==> src/rtl/tmr_pkg.sv <==
package tmr_pkg;
  typedef enum logic [1:0] {
    MD_PRESC13 = 2'd0,
    MD_FULL16  = 2'd1,
    MD_RELOAD8 = 2'd2,
    MD_HALT    = 2'd3
  } tmr_mode_e;

  localparam int REG_CTL  = 0;
  localparam int REG_MODE = 1;
  localparam int REG_TLO0 = 2;  // timer i low byte at REG_TLO0 + 2*i, high byte one above
endpackage

==> src/rtl/tmr_counter.sv <==
module tmr_counter
  import tmr_pkg::*;
#(
  parameter int DW = 8,
  parameter int PW = 5
) (
  input  logic          clk,
  input  logic          rst,
  input  logic          run_i,
  input  logic          tick_i,
  input  tmr_mode_e     mode_i,
  input  logic          wr_lo_i,
  input  logic          wr_hi_i,
  input  logic [DW-1:0] wdata_i,
  output logic [DW-1:0] lo_o,
  output logic [DW-1:0] hi_o,
  output logic          ovf_o
);
  localparam logic [DW-1:0] BMAX = {DW{1'b1}};
  localparam logic [PW-1:0] PMAX = {PW{1'b1}};

  logic [DW-1:0] lo_q, hi_q, lo_n, hi_n;
  logic          adv;
  logic [2*DW:0] wide;

  assign adv  = run_i && tick_i && (mode_i != MD_HALT) && !wr_lo_i && !wr_hi_i;
  assign wide = {1'b0, hi_q, lo_q} + {{(2*DW){1'b0}}, 1'b1};

  always_comb begin
    lo_n  = lo_q;
    hi_n  = hi_q;
    ovf_o = 1'b0;
    if (adv) begin
      case (mode_i)
        MD_PRESC13: begin
          if (lo_q[PW-1:0] == PMAX) begin
            lo_n  = {lo_q[DW-1:PW], {PW{1'b0}}};
            hi_n  = hi_q + 1'b1;
            ovf_o = (hi_q == BMAX);
          end else begin
            lo_n = {lo_q[DW-1:PW], lo_q[PW-1:0] + 1'b1};
          end
        end
        MD_FULL16: begin
          lo_n  = wide[DW-1:0];
          hi_n  = wide[2*DW-1:DW];
          ovf_o = wide[2*DW];
        end
        MD_RELOAD8: begin
          if (lo_q == BMAX) begin
            lo_n  = hi_q;
            ovf_o = 1'b1;
          end else begin
            lo_n = lo_q + 1'b1;
          end
        end
        default: ;
      endcase
    end
    if (wr_lo_i) lo_n = wdata_i;
    if (wr_hi_i) hi_n = wdata_i;
  end

  always_ff @(posedge clk) begin
    if (rst) begin
      lo_q <= '0;
      hi_q <= '0;
    end else begin
      lo_q <= lo_n;
      hi_q <= hi_n;
    end
  end

  assign lo_o = lo_q;
  assign hi_o = hi_q;

  assert_idle_hold_R4: assert property (@(posedge clk) disable iff (rst)
    (!run_i && !wr_lo_i && !wr_hi_i) |=> ($stable(lo_o) && $stable(hi_o)));

  assert_halt_hold_R8: assert property (@(posedge clk) disable iff (rst)
    (mode_i == MD_HALT && !wr_lo_i && !wr_hi_i) |=> ($stable(lo_o) && $stable(hi_o)));

  assert_write_wins_R10: assert property (@(posedge clk) disable iff (rst)
    (wr_lo_i && !wr_hi_i) |=> (lo_o == $past(wdata_i) && hi_o == $past(hi_o)));

  assert_reload_R7: assert property (@(posedge clk) disable iff (rst)
    (run_i && tick_i && mode_i == MD_RELOAD8 && lo_o == BMAX && !wr_lo_i && !wr_hi_i)
      |=> (lo_o == $past(hi_o) && $stable(hi_o)));
endmodule

==> src/rtl/tmr_read_mux.sv <==
module tmr_read_mux
  import tmr_pkg::*;
#(
  parameter int DW = 8,
  parameter int AW = 3,
  parameter int NT = 2
) (
  input  logic [AW-1:0]    addr_i,
  input  logic [DW-1:0]    ctl_i,
  input  logic [DW-1:0]    mode_i,
  input  logic [NT*DW-1:0] lo_i,
  input  logic [NT*DW-1:0] hi_i,
  output logic [DW-1:0]    data_o
);
  always_comb begin
    data_o = '0;
    if (addr_i == AW'(REG_CTL))  data_o = ctl_i;
    if (addr_i == AW'(REG_MODE)) data_o = mode_i;
    for (int i = 0; i < NT; i++) begin
      if (addr_i == AW'(REG_TLO0 + 2*i))     data_o = lo_i[i*DW +: DW];
      if (addr_i == AW'(REG_TLO0 + 2*i + 1)) data_o = hi_i[i*DW +: DW];
    end
  end
endmodule

==> src/rtl/tick_timer_pair.sv <==
module tick_timer_pair
  import tmr_pkg::*;
#(
  parameter int DW = 8,
  parameter int AW = 3,
  parameter int PW = 5
) (
  input  logic          clk,
  input  logic          rst,
  input  logic          tick,
  input  logic [1:0]    ovf_ack,
  input  logic          bus_wr,
  input  logic [AW-1:0] bus_addr,
  input  logic [DW-1:0] bus_wdata,
  output logic [DW-1:0] rd_data,
  output logic [1:0]    ovf_flag
);
  localparam int NT   = 2;
  localparam int AUXW = DW - 2*NT;
  localparam int MNW  = DW / NT;

  logic [1:0]       run_q, flag_q, ovf;
  logic [AUXW-1:0]  aux_q;
  logic [DW-1:0]    mode_q, ctl_byte, rd_n;
  logic [NT*DW-1:0] lo_all, hi_all;
  logic             ctl_wr, mode_wr;

  assign ctl_wr  = bus_wr && (bus_addr == AW'(REG_CTL));
  assign mode_wr = bus_wr && (bus_addr == AW'(REG_MODE));

  for (genvar i = 0; i < NT; i++) begin : g_tmr
    tmr_counter #(.DW(DW), .PW(PW)) u_cnt (
      .clk     (clk),
      .rst     (rst),
      .run_i   (run_q[i]),
      .tick_i  (tick),
      .mode_i  (tmr_mode_e'(mode_q[i*MNW +: 2])),
      .wr_lo_i (bus_wr && (bus_addr == AW'(REG_TLO0 + 2*i))),
      .wr_hi_i (bus_wr && (bus_addr == AW'(REG_TLO0 + 2*i + 1))),
      .wdata_i (bus_wdata),
      .lo_o    (lo_all[i*DW +: DW]),
      .hi_o    (hi_all[i*DW +: DW]),
      .ovf_o   (ovf[i])
    );

    always_ff @(posedge clk) begin
      if (rst) begin
        run_q[i]  <= 1'b0;
        flag_q[i] <= 1'b0;
      end else begin
        if (ctl_wr) run_q[i] <= bus_wdata[AUXW + 2*i];
        flag_q[i] <= ovf[i] | (ctl_wr ? bus_wdata[AUXW + 2*i + 1]
                                      : (flag_q[i] & ~ovf_ack[i]));
      end
    end

    assert_flag_set_R9: assert property (@(posedge clk) disable iff (rst)
      ovf[i] |=> ovf_flag[i]);
    assert_flag_sticky_R9: assert property (@(posedge clk) disable iff (rst)
      (ovf_flag[i] && !ovf_ack[i] && !ctl_wr) |=> ovf_flag[i]);
    assert_ack_clears_R9: assert property (@(posedge clk) disable iff (rst)
      (ovf_ack[i] && !ovf[i] && !ctl_wr) |=> !ovf_flag[i]);
  end

  always_ff @(posedge clk) begin
    if (rst) begin
      aux_q  <= '0;
      mode_q <= '0;
    end else begin
      if (ctl_wr)  aux_q  <= bus_wdata[AUXW-1:0];
      if (mode_wr) mode_q <= bus_wdata;
    end
  end

  assign ctl_byte = {flag_q[1], run_q[1], flag_q[0], run_q[0], aux_q};

  tmr_read_mux #(.DW(DW), .AW(AW), .NT(NT)) u_rd (
    .addr_i (bus_addr),
    .ctl_i  (ctl_byte),
    .mode_i (mode_q),
    .lo_i   (lo_all),
    .hi_i   (hi_all),
    .data_o (rd_n)
  );

  always_ff @(posedge clk) begin
    if (rst) rd_data <= '0;
    else     rd_data <= rd_n;
  end

  assign ovf_flag = flag_q;

  assert_reset_R1: assert property (@(posedge clk)
    $past(rst) |-> (rd_data == '0 && ovf_flag == 2'b00));
  assert_regwrite_R2: assert property (@(posedge clk) disable iff (rst)
    mode_wr |=> (mode_q == $past(bus_wdata)));
endmodule

==> config.mk <==
export PLATFORM = sky130hd
export DESIGN_NAME = tick_timer_pair
export DESIGN_NICKNAME = d
export VERILOG_FILES = /design/src/rtl/tmr_pkg.sv /design/src/rtl/tmr_counter.sv /design/src/rtl/tmr_read_mux.sv /design/src/rtl/tick_timer_pair.sv
export SDC_FILE = /design/constraint.sdc
export NUM_CORES = 1
export LEC_CHECK = 0
export BUFFER_PORTS_ARGS = -buffer_cell sky130_fd_sc_hd__buf_4
export CAP_MARGIN = 5
export CORE_MARGIN = 4
export CORE_UTILIZATION = 55
export DETAILED_ROUTE_END_ITERATION = 6
export PLACE_DENSITY_LB_ADDON = 0.2
export SLEW_MARGIN = 20
export SYNTH_ARGS = -nofsm -noshare
export SYNTH_HDL_FRONTEND = slang
export SYNTH_SLANG_ARGS = --single-unit
==> constraint.sdc <==
create_clock -name clk -period 4.9 [get_ports clk]
set_input_delay 0.98 -clock clk [delete_from_list [all_inputs] [get_ports clk]]
set_output_delay 0.98 -clock clk [all_outputs]
set_load 0.005 [all_outputs]
# After elaboration in Yosys (flattened, before gate mapping)
# Index checks and enable logic that the tools add are counted.
dict set report word_totals {
  register_bits 56
  out_inout_bits 10
}
dict set report op_classes {
  reduce_logical 37
  muxes 34
  n_eq_ne 21
  n_addsub 8
  bitwise_logic 6
}
# op n
set op_table {}
lappend op_table {{$mux W8} 18}
lappend op_table {{$pmux W8 S3} 2}
lappend op_table {{$add A16 B1 Y17 const B} 2}
lappend op_table {{$add A8 B1 Y8 const B} 4}
lappend op_table {{$eq A8 B8 Y1 const B} 4}
lappend op_table {{$pmux W8 S2} 2}
lappend op_table {{$logic_and A1 B1 Y1} 14}
lappend op_table {{$reduce_and A3 Y1} 4}
lappend op_table {{$reduce_bool A3 Y1} 4}
lappend op_table {{$add A5 B1 Y5 const B} 2}
lappend op_table {{$eq A5 B5 Y1 const B} 2}
lappend op_table {{$mux W5} 2}
lappend op_table {{$mux W1} 8}
lappend op_table {{$reduce_bool A2 Y1} 4}
lappend op_table {{$reduce_bool A4 Y1} 2}
lappend op_table {{$eq A3 B2 Y1 const B} 2}
lappend op_table {{$eq A3 B3 Y1 const B} 2}
lappend op_table {{$ne A3 B1 Y1 const B} 2}
lappend op_table {{$pmux W1 S3} 2}
lappend op_table {{$eq A2 B1 Y1 const B} 2}
lappend op_table {{$eq A2 B2 Y1 const B} 2}
lappend op_table {{$logic_not A1 Y1} 4}
lappend op_table {{$logic_not A2 Y1} 2}
lappend op_table {{$ne A2 B1 Y1 const B} 2}
lappend op_table {{7 further kinds} 12}

# Depth between registers and ports, before layout
dict set report logic_depth {
  word_depth 7
  mapped_depth 10
  mapped_depth_nobuf 9
}

# Cells and area by module
# From an unflattened synthesis, not the netlist that was laid out.
dict set report hier_totals {
  cells_unflattened 477
  area_unflattened_um2 4194.0
}
# mod n_inst seq_area_each_um2 cells_per_inst area_per_inst_um2
set modules_own_cells {}
lappend modules_own_cells {tmr_counter 2 320.3 171 1425.1}
lappend modules_own_cells {tick_timer_pair 1 480.5 88 885.8}
lappend modules_own_cells {tmr_read_mux 1 0.0 47 457.9}

# Worst setup path before layout
# No wires, ideal clock.
dict set report synth_timing {
  path_kind {input port to flip-flop}
  startpoint {in tick}
  endpoint {reg g_tmr[1].u_cnt.hi_q[5]}
  stages 7
  setup_slack_ns 2.402
  arrival_ns 2.382
  path_cell_list {and3b_1 -> buf_2 -> and3_1 -> buf_4 -> or3b_4 -> mux2_4 -> a31o_1}
}
dict set report synth_between {
  elab_chain_len 6
}
# item line_no
set synth_rtl {}
lappend synth_rtl {{from (decl)} tick_timer_pair.sv:10} ;# input logic tick,
lappend synth_rtl {{$logic_and A1 B1 Y1 (4 in series)} tmr_counter.sv:26} ;# assign adv = run_i && tick_i && (mode_i != MD_HALT) && !wr_lo_i && !wr_hi_i;
lappend synth_rtl {{$reduce_bool A2 Y1 (no line)} --}
lappend synth_rtl {{$reduce_and A3 Y1 (no line)} --}
lappend synth_rtl {{to (signal assigned)} tmr_counter.sv:70} ;# hi_q <= hi_n;
lappend synth_rtl {{to (decl)} tmr_counter.sv:22} ;# logic [DW-1:0] lo_q, hi_q, lo_n, hi_n;
# Every way passes these cells.
# A chain may end at the register's enable or synchronous reset.

# Worst setup path in the final report
dict set report layout_timing {
  startpoint {reg g_tmr[1].u_cnt.lo_q[0]}
  endpoint {reg g_tmr[1].u_cnt.hi_q[5]}
}
dict set report layout_between {
  elab_chain_len 4
  elab_cells_between_ends 7
}
# item line_no
set layout_rtl {}
lappend layout_rtl {{from (decl)} tmr_counter.sv:22}
lappend layout_rtl {{from (signal assigned)} tmr_counter.sv:69} ;# lo_q <= lo_n;
lappend layout_rtl {{$add A16 B1 Y17} tmr_counter.sv:27} ;# assign wide = {1'b0, hi_q, lo_q} + {{(2*DW){1'b0}}, 1'b1};
lappend layout_rtl {{$pmux W8 S2} tmr_counter.sv:34} ;# case (mode_i)
lappend layout_rtl {{$mux W8} tmr_counter.sv:33} ;# if (adv) begin
lappend layout_rtl {{$mux W8} tmr_counter.sv:61} ;# if (wr_hi_i) hi_n = wdata_i;
# Parallel ways exist; a longest one is shown, timed or not. The select of a mux whose other input is x is not followed.

==> flow_summary.json <==
{
  "status": "finished clean",
  "totalPowerFinal_uw": 866,
  "drt_wl_total_um": 11800,
  "setup_viol": 0,
  "synth_adder_area_share_pct": 4.54,
  "seq_power_share_pct": 56.8,
  "diodes": 0,
  "drive_gt1_share_pct": 10.2,
  "tightest_slew_ns": 0.805,
  "drt-initial-drc-count": 467,
  "critPathSlowestCell": "dfxtp_1",
  "cts_root_buf": "clkbuf_8",
  "cts_buffers": 5,
  "required_ns": 5.11,
  "place.gp.congestion": 0.989,
  "seq_area_frac_synth_pct": 29.0,
  "nets": 521,
  "worst-path-buf-inv": 1,
  "grt_pass1_wl_um": 18500,
  "start_util_pct": 56.8,
  "coreArea_um2": 6790,
  "fin_tns_setup_ns": 0,
  "path_clk_slew_ns": 0.10,
  "worstPathArrival_ns": 3.09,
  "p_per_area_nw_per_um2": 209,
  "grt_usage_pct": 27.6,
  "switching_power_uw": 250,
  "synth_top_family_by_area": "simple AND/OR/NAND/NOR gates",
  "syn_avg_cell_area_um2": 7.91,
  "rsz0062_at_grt": "no",
  "whs_ns": 0.515,
  "synth_compound_area_share_pct": 24.2,
  "clock_skew_ns": 0.00776,
  "pwr-share-clk_pct": 29.6,
  "yosysWarnings": 0,
  "maxSlewHeadroom_pct": 46.0,
  "dr.pass1.iters": 7,
  "synth-xor-area-share_pct": 2.72,
  "cp_slowest_stage_delay_ns": 0.46,
  "hold_violations": 0,
  "routed_via_density": 6.63,
  "synthMuxAreaShare_pct": 9.76,
  "vdd_drop_max_v": 0.000195,
  "synth_nets": 519,
  "dieArea_um2": 8420,
  "synthSimpleGateAreaFrac_pct": 24.3,
  "drc": 0,
  "num_io_pins": 27,
  "netlist_area_um2": 3860,
  "crit_family": "simple AND/OR/NAND/NOR gates",
  "cts_tree": "done",
  "p_int_uw": 616,
  "synth_top_area_share_pct": 29.0,
  "dieHeight_um": 91.8,
  "max-clock-path-buffers": 2,
  "clock_sinks": 56,
  "rows": 30,
  "hold_class": "reg -> reg",
  "p_sw_share_pct": 28.9,
  "synth_cell_types": 69,
  "synth_edf_count": 0,
  "synth_top_cell_by_area": "dfxtp_1",
  "max_freq_mhz": 347,
  "async_flop_share_pct": 0,
  "synthFlopType": "dfxtp_1",
  "yosysMostFrequentCell": "nor2_1",
  "h-tree-depth": 2,
  "die_w_um": 91.8,
  "vias": 3890,
  "ys_seq_elements": 56,
  "ctsHoldBuffers": 0,
  "startpoint_type": "register",
  "grt_max_degree": 53,
  "synthTopCellsByArea": "dfxtp_1 (29%), mux2i_1 (6.7%), nor2_1 (6.2%)",
  "crit_top_cell": "ha_1",
  "synthCells": 488,
  "min_period_over_period_pct": 58.8,
  "clock_latency_ns": 0.31,
  "slew_violations": 0,
  "antenna_found_initial": 0,
  "postRouteAntennaNets": 0,
  "cts_resized": 0,
  "area_delta_synth_final_pct": 7.55,
  "cap_violations": 0,
  "p_leak_nw": 1.54,
  "path_max_fanout": 7,
  "grt_pass1_vias": 3435,
  "p_comb_share_pct": 13.6,
  "period_needed_ns": 2.88,
  "grt.overflow.total": 0,
  "critical_path_class": "reg -> reg",
  "wl_per_cell_um": 20.1,
  "io_buffers": 26,
  "cts_setup_buffers": 0,
  "hpwl_um": 8470,
  "critical_path.endpoint_type": "register",
  "path_cells": "ha_1, nand3_1, inv_1, ha_1, mux2_2, and3_1, or3b_4, mux2_4, a31o_1",
  "synth_commonest_cells": "nor2_1 (64), dfxtp_1 (56), o21ai_0 (39)"
}
## worst min-delay path: cells and delay by family, from the launching register on
kind          cells  cell delay (ns)
flops             1             0.35
mux               1             0.07
simple gates      1             0.07
## power by group through the flow
stage          clock (mW)  combinational, mW  sequential, mW
2_1_floorplan           0             0.0775           0.491
3_5_place_dp            0              0.115           0.501
6_report            0.257              0.117           0.492
3_3_place_gp            0              0.111           0.501
5_1_grt             0.279              0.127           0.494
4_1_cts             0.259              0.115           0.491
## metal layers
| metal | routed length, um | global-route usage, % | vias up |
|---|---|---|---|
| li1 | - | - | 1813 |
| met1 | 5310 | 41.5 | 1833 |
| met2 | 4910 | 39.1 | 216 |
| met3 | 1250 | 5.58 | 28 |
| met4 | 308 | 8.66 | 0 |
| met5 | 0 | 0 | - |
## cell usage in the layout, fill, tap and decap left out, types with 4 or more instances in the layout
master	synthesis	layout
a211oi_1	9	9
xor2_1	9	9
and2_1	5	5
o21ai_0	39	39
mux2_2	5	5
nand2_1	32	32
nor3_1	10	10
o211ai_1	9	9
a2bb2oi_1	5	5
inv_1	19	19
clkbuf_8	0	5
o31ai_1	4	4
and4_1	5	5
nor3b_1	4	4
buf_4	2	27
dfxtp_1	56	56
a222oi_1	6	6
nor2_1	64	64
mux2i_1	26	26
ha_1	14	14
nand4_1	9	9
a221oi_1	8	8
a21oi_1	29	29
nand3_1	19	19
## area by class of cell
type	count	area, um^2
Fill cell	639	2640
Multi-Input combinational cell	380	2540
Inverter	20	75.1
Sequential cell	56	1120
Tap cell	96	120
Timing Repair Buffer	27	203
Clock buffer	5	68.8
Clock inverter	3	18.8
## registers in the layout (all words and copies together) (netlist names)
signal            flops
aux_q                 4
ctl_byte              2
g_tmr.u_cnt.hi_o     16
g_tmr.u_cnt.lo_o     16
mode_q                8
ovf_flag              2
rd_data               8
## per-stage QoR
step           util, %  instances  cell area (um^2)  setup WS, ns
6_report          61.1        587              4150          2.02
5_1_grt           61.1        587              4150          1.85
4_1_cts           61.1        587              4150          2.07
3_5_place_dp      59.8        579              4060          1.78
3_3_place_gp      59.7        579              4060          1.85
2_1_floorplan        -        488              3860          2.40
## final timing paths
path	depth (start not counted)	end	slack, ns	startpoint
setup reg to reg	9	g_tmr[1].u_cnt.hi_o[5]	2.02	g_tmr[1].u_cnt.lo_o[0]
hold / removal	2	aux_q[2]	0.52	aux_q[2]
setup / recovery	9	g_tmr[1].u_cnt.hi_o[5]	2.02	g_tmr[1].u_cnt.lo_o[0]
hold reg to reg	2	aux_q[2]	0.52	aux_q[2]
## logic make-up (layout without fill, tap and decap cells)
family,Yosys count,after routing
simple gates,181,181
compound gates,139,139
flops,56,56
buf+inv,52,55
mux,34,34
fa+ha+maj,14,14
xor+xnor,12,12
(Power assumes the default switching activity.)
